$ cat src/rtl/extint_pkg.sv
package extint_pkg;
  typedef enum logic [1:0] {
    SENS_FALL_LOW = 2'd0,
    SENS_RISE     = 2'd1,
    SENS_FALL     = 2'd2,
    SENS_BOTH     = 2'd3
  } sens_t;

  localparam int unsigned CFG_W      = 8;
  localparam int unsigned G1_LSB     = 6;
  localparam int unsigned G0_LSB     = 3;
  localparam int unsigned CLKOUT_BIT = 5;
  localparam int unsigned N_GROUPS   = 2;
endpackage

$ cat src/rtl/extint_rst_sync.sv
module extint_rst_sync (
  input  logic clk,
  input  logic rst_n,
  output logic rst_n_sync
);
  logic [1:0] stage_q;

  always_ff @(posedge clk or negedge rst_n) begin
    if (!rst_n) stage_q <= 2'b00;
    else        stage_q <= {stage_q[0], 1'b1};
  end

  assign rst_n_sync = stage_q[1];
endmodule

$ cat src/rtl/extint_sync.sv
module extint_sync #(
  parameter int unsigned WIDTH = 8
) (
  input  logic             clk,
  input  logic             rst_n,
  input  logic [WIDTH-1:0] d_async,
  output logic [WIDTH-1:0] q_sync
);
  logic [WIDTH-1:0] meta_q;
  logic [WIDTH-1:0] sync_q;

  always_ff @(posedge clk or negedge rst_n) begin
    if (!rst_n) begin
      meta_q <= '1;
      sync_q <= '1;
    end else begin
      meta_q <= d_async;
      sync_q <= meta_q;
    end
  end

  assign q_sync = sync_q;
endmodule

$ cat src/rtl/extint_cfg_reg.sv
module extint_cfg_reg
  import extint_pkg::*;
(
  input  logic             clk,
  input  logic             rst_n,
  input  logic             wr_en,
  input  logic [CFG_W-1:0] wr_data,
  input  logic [1:0]       cpu_mask,
  output logic [CFG_W-1:0] cfg_q,
  output sens_t            mode_g0,
  output sens_t            mode_g1
);
  localparam logic [CFG_W-1:0] LOCKED_MASK =
    (CFG_W'(2'b11) << G1_LSB) | (CFG_W'(2'b11) << G0_LSB);

  logic             unlocked;
  logic [CFG_W-1:0] wr_mask;
  logic [CFG_W-1:0] cfg_d;

  always_comb begin
    unlocked = (cpu_mask == 2'b11);
    wr_mask  = unlocked ? '1 : ~LOCKED_MASK;
    cfg_d    = cfg_q;
    if (wr_en) cfg_d = (cfg_q & ~wr_mask) | (wr_data & wr_mask);
  end

  always_ff @(posedge clk or negedge rst_n) begin
    if (!rst_n) cfg_q <= '0;
    else        cfg_q <= cfg_d;
  end

  assign mode_g0 = sens_t'(cfg_q[G0_LSB +: 2]);
  assign mode_g1 = sens_t'(cfg_q[G1_LSB +: 2]);

  // locked fields hold while the mask is not fully set
  a_r3_locked_fields: assert property (@(posedge clk) disable iff (!rst_n)
    (cpu_mask != 2'b11) |=> ($stable(cfg_q[G1_LSB +: 2]) && $stable(cfg_q[G0_LSB +: 2])));

  // free bits always follow a write
  a_r4_free_bits: assert property (@(posedge clk) disable iff (!rst_n)
    wr_en |=> (cfg_q[CLKOUT_BIT] == $past(wr_data[CLKOUT_BIT]))
              && (cfg_q[2:0] == $past(wr_data[2:0])));
endmodule

$ cat src/rtl/extint_detect.sv
module extint_detect
  import extint_pkg::*;
#(
  parameter int unsigned PIN_W = 8
) (
  input  logic             clk,
  input  logic             rst_n,
  input  logic [PIN_W-1:0] pins_sync,
  input  sens_t            mode,
  input  logic             ack,
  output logic             irq
);
  logic [PIN_W-1:0] prev_q;
  logic             pend_q;
  logic             pend_d;
  logic             rise_any;
  logic             fall_any;
  logic             low_any;
  logic             evt;

  always_comb begin
    rise_any = |(pins_sync & ~prev_q);
    fall_any = |(~pins_sync & prev_q);
    low_any  = |(~pins_sync);
    unique case (mode)
      SENS_FALL_LOW: evt = fall_any;
      SENS_RISE:     evt = rise_any;
      SENS_FALL:     evt = fall_any;
      default:       evt = rise_any | fall_any;
    endcase
    pend_d = evt | (pend_q & ~ack);
  end

  always_ff @(posedge clk or negedge rst_n) begin
    if (!rst_n) begin
      prev_q <= '1;
      pend_q <= 1'b0;
    end else begin
      prev_q <= pins_sync;
      pend_q <= pend_d;
    end
  end

  assign irq = pend_q | ((mode == SENS_FALL_LOW) & low_any);

  // pending persists without acknowledge
  a_r9_hold: assert property (@(posedge clk) disable iff (!rst_n)
    (pend_q && !ack) |=> pend_q);

  // acknowledge without a new event clears
  a_r9_clear: assert property (@(posedge clk) disable iff (!rst_n)
    (ack && !rise_any && !fall_any) |=> !pend_q);

  // a rising edge in rising mode sets pending
  a_r5_rise_sets: assert property (@(posedge clk) disable iff (!rst_n)
    (mode == SENS_RISE && rise_any) |=> pend_q);

  // falling-only mode ignores rising edges
  a_r6_rise_ignored: assert property (@(posedge clk) disable iff (!rst_n)
    (mode == SENS_FALL && !fall_any && !pend_q) |=> !pend_q);
endmodule

$ cat src/rtl/extint_ctrl.sv
module extint_ctrl
  import extint_pkg::*;
#(
  parameter int unsigned PIN_W = 8
) (
  input  logic             clk,
  input  logic             rst_n,
  input  logic [PIN_W-1:0] pins_a,
  input  logic [PIN_W-1:0] pins_b,
  input  logic [1:0]       cpu_mask,
  input  logic             wr_en,
  input  logic [7:0]       wr_data,
  input  logic [1:0]       ack,
  output logic [7:0]       rd_data,
  output logic [1:0]       irq,
  output logic             clkout_en
);
  logic                              rst_n_s;
  logic [CFG_W-1:0]                  cfg_q;
  sens_t                             mode_g0;
  sens_t                             mode_g1;
  sens_t [N_GROUPS-1:0]              grp_mode;
  logic  [N_GROUPS-1:0][PIN_W-1:0]   grp_pins;

  extint_rst_sync u_rst (
    .clk        (clk),
    .rst_n      (rst_n),
    .rst_n_sync (rst_n_s)
  );

  extint_cfg_reg u_cfg (
    .clk      (clk),
    .rst_n    (rst_n_s),
    .wr_en    (wr_en),
    .wr_data  (wr_data),
    .cpu_mask (cpu_mask),
    .cfg_q    (cfg_q),
    .mode_g0  (mode_g0),
    .mode_g1  (mode_g1)
  );

  assign grp_mode[0] = mode_g0;
  assign grp_mode[1] = mode_g1;
  assign grp_pins[0] = pins_a;
  assign grp_pins[1] = pins_b;

  for (genvar g = 0; g < N_GROUPS; g++) begin : g_grp
    logic [PIN_W-1:0] pins_s;

    extint_sync #(.WIDTH(PIN_W)) u_sync (
      .clk     (clk),
      .rst_n   (rst_n_s),
      .d_async (grp_pins[g]),
      .q_sync  (pins_s)
    );

    extint_detect #(.PIN_W(PIN_W)) u_det (
      .clk       (clk),
      .rst_n     (rst_n_s),
      .pins_sync (pins_s),
      .mode      (grp_mode[g]),
      .ack       (ack[g]),
      .irq       (irq[g])
    );
  end

  assign rd_data   = cfg_q;
  assign clkout_en = cfg_q[CLKOUT_BIT];

  // register is clear on the first cycle out of reset
  a_r1_reset_clear: assert property (@(posedge clk)
    $rose(rst_n_s) |-> (rd_data == 8'h00));
endmodule

$ cat config.mk
export PLATFORM = sky130hd
export DESIGN_NAME = extint_ctrl
export DESIGN_NICKNAME = d
export VERILOG_FILES = /design/src/rtl/extint_pkg.sv /design/src/rtl/extint_rst_sync.sv /design/src/rtl/extint_sync.sv /design/src/rtl/extint_cfg_reg.sv /design/src/rtl/extint_detect.sv /design/src/rtl/extint_ctrl.sv
export SDC_FILE = /design/constraint.sdc
export NUM_CORES = 1
export LEC_CHECK = 0
export ABC_AREA = 1
export BUFFER_PORTS_ARGS = -buffer_cell sky130_fd_sc_hd__buf_2
export CAP_MARGIN = 25
export CORE_AREA = 2 2 69 71
export CTS_BUF_LIST = sky130_fd_sc_hd__clkbuf_4
export DETAILED_ROUTE_END_ITERATION = 6
export DIE_AREA = 0 0 71 73
export PLACE_DENSITY = 0.8
export SYNTH_ARGS = -nofsm -noshare
export SYNTH_HDL_FRONTEND = slang
export SYNTH_HIERARCHICAL = 1
export SYNTH_SLANG_ARGS = --single-unit
$ cat constraint.sdc
create_clock -name clk -period 3 [get_ports clk]
set_clock_uncertainty 0.05 [all_clocks]
set_input_delay 0.6 -clock clk [delete_from_list [all_inputs] [get_ports clk]]
set_output_delay 0.6 -clock clk [all_outputs]
set_load 0.01 [all_outputs]
==> impl_metrics.yaml <==
outcome:
  status: "completed"
yosys:
  ys_top_cells_by_area: "dfstp_2, dfrtp_1, nand2_1"
  synthCells: 204
  synth_nets: 235
  synthesis.area_um2: 2170
  synth_top_family_by_area: "simple AND/OR/NAND/NOR gates"
  synth-compound-area-share: 0.0185
  yosysTopAreaCell: "dfstp_2"
  synthSimpleGateAreaFrac: 0.171
  synth_top_area_share: 0.582
  ys_types: 13
  yosys.area_share.adder: 0
  syn_area_per_cell_um2: 10.6
  ys_seq_area_frac: 0.721
  synth_xor_area_frac: 0
  synth_mux_area_frac: 0
  synth-seq-cells: 60
  ys_warn_count: 6
timing:
  final.setup.tns_ns: 0
  rsz0062_at_grt: "false"
  finalSetupViolCount: 0
  slew_headroom: 0.474
  slew_viol_final: 0
  hold_violations: 0
  worstMarginPinSlew_ns: 0.789
  fin_ws_ns: 0.851
  min_period_over_period: 0.716
  period_needed_ns: 2.15
  max_freq_ghz: 0.465
grt:
  grt_first_pass_wirelength_um: 5830
  antenna_found_initial: 0
  grt_util_all_layers: 0.154
  grt_pass1_vias: 1377
  grt_max_degree: 41
  grt.overflow.total: 0
floorplan:
  initial_core_util: 0.478
  core_area_um2: 4540
  placementRows: 25
  io_pins: 42
  die_height_um: 73
  die_w_um: 71
  die_area_um2: 5180
finish:
  instances_no_fill: 311
  n_antenna_cell: 0
  drive_gt1_frac: 0.420
  num-nets-final: 283
  syn_to_final_growth_pct: 15.9
  stdcell_area_um2: 2510
  utilization: 0.554
clock_network:
  ctsResizeCount: 0
  cts_tree: "yes"
  cts_hold_buf: 1
  cts_root_buf: "clkbuf_4"
  numCtsBuffers: 9
  htreeDepth: 3
  clkLatencyLatePin_ns: 0.38
  cts.sinks: 60
  cts.path.max_buffers: 2
  cts.clk_slew.worst_paths_ns: 0.09
  post_cts.repair.setup_buffers: 0
pwr:
  ir_drop_mv: 0.373
  p_per_area_nw_per_um2: 589
  p_leak_nw: 1.32
routing:
  drt_iter0_drc: 61
  viasPerCell: 4.56
  vias: 1419
  drt_wl_total_um: 3430
  ant_nets: 0
  avgRoutedWirePerCell_um: 11.0
  drc: 0
  dr.pass1.iters: 4
worst_setup_path:
  crit_chain: "nand4_1 > o21ai_0 > nand2_1 > buf_2"
  reg2reg_slack_ns: 1.79
  r2r-start: "u_rst/stage_q[1]"
  endpoint_kind: "primary output"
  arrival_ns: 1.50
  crit_family: "flip-flops"
  crit-reg2reg-capture: "g_grp[1].u_sync/q_sync[1]"
  reg2reg_depth: 1
  slowest_stage: "dfstp_2"
  cp_max_fo: 4
  cp.required_ns: 2.35
  critPathLaunchType: "flop"
  critPathBufInv: 1
  path_class: "flop to primary output"
  cpPeakStageDelay_ns: 0.56
place:
  port_buffers: 41
  place_ws_ns: 1.27
  postPlaceCellArea_um2: 2400
  dp.final_hpwl_um: 2500
  numPlacedInstances: 294
  gp_congestion: 0.829
hold_path:
  hp-class: "input port to flop"
  hold_start: "pins_b[2]"
  hold_path_depth: 1
  worstHoldEndpoint: "g_grp[1].u_sync/meta_q[2]"
flow_run:
  cap_violations: 0
## area by class of cell
cell class                 count  area (um2)
clock buffer                   9        67.6
clock inverter                 7        33.8
fill                         379        2020
inverter                      38         143
multi-input combinational    100         414
sequential                    60        1560
tap                           54        67.6
timing repair buffer          43         223
## layer usage
layer	wire, um	vias to the layer above	share of wire	GRT usage
met4	88	0	0.026	0.134
met3	146	11	0.043	0.0318
met1	1520	659	0.44	0.187
met2	1680	43	0.49	0.235
met5	0	-	0	0
li1	-	706	-	-
## cells by family (layout without fill, tap and decap cells)
logic type      Yosys count  after routing
other cells               1              1
buf+inv                  44             97
compound gates            8              8
flops                    60             60
simple gates             91             91
## cell usage in the layout (no fill, tap or decap), types with 6 or more instances in the layout
master / count
nand2_1: 68
dfrtp_1: 11
clkbuf_4: 9
dfstp_2: 48
o21ai_0: 6
clkinv_2: 6
nor2_1: 10
buf_2: 41
nand4_1: 8
inv_1: 38
## per-stage QoR
step,hold WS [ns],power (mW)
after global placement,0.284,1.06
after detailed placement,0.290,1.07
after CTS,0.231,1.50
after floorplan,0.254,1.02
after global routing,0.234,1.56
final,0.262,1.48
## state kept, by name (all words and copies together) (netlist names), named ones only
signal / flops
u_rst/stage_q: 2
g_grp.u_det/pend_q: 2
g_grp.u_sync/meta_q: 16
g_grp.u_sync/q_sync: 16
g_grp.u_det/prev_q: 16
u_cfg/cfg_q: 4
## cells in the mapped netlist, drive strengths merged
master,n
nor2,10
nand2,68
or2,2
nand4,8
dfstp,48
dfrtp,12
conb,1
nand3,3
inv,38
o21ai,8
buf,6
## power by group
group          internal, mW  switching, mW
combinational        0.0558         0.0679
clock                 0.159          0.265
sequential            0.886         0.0464
total                  1.10          0.379
## how the worst max path moves through the flow
stage                              startpoint               endpoint  slack [ns]  cells past startpoint
floorplan                    u_rst/stage_q[1]  g_grp[0].u_det/pend_q        1.24                      0
global placement    g_grp[1].u_sync/q_sync[7]                 irq[1]        1.34                      4
detailed placement  g_grp[0].u_sync/q_sync[7]                 irq[0]        1.27                      4
CTS                 g_grp[0].u_sync/q_sync[7]                 irq[0]        0.83                      4
global route        g_grp[1].u_sync/q_sync[7]                 irq[1]        0.77                      4
finish              g_grp[0].u_sync/q_sync[7]                 irq[0]        0.85                      4
No activity file was read; power rests on OpenSTA's default activity.
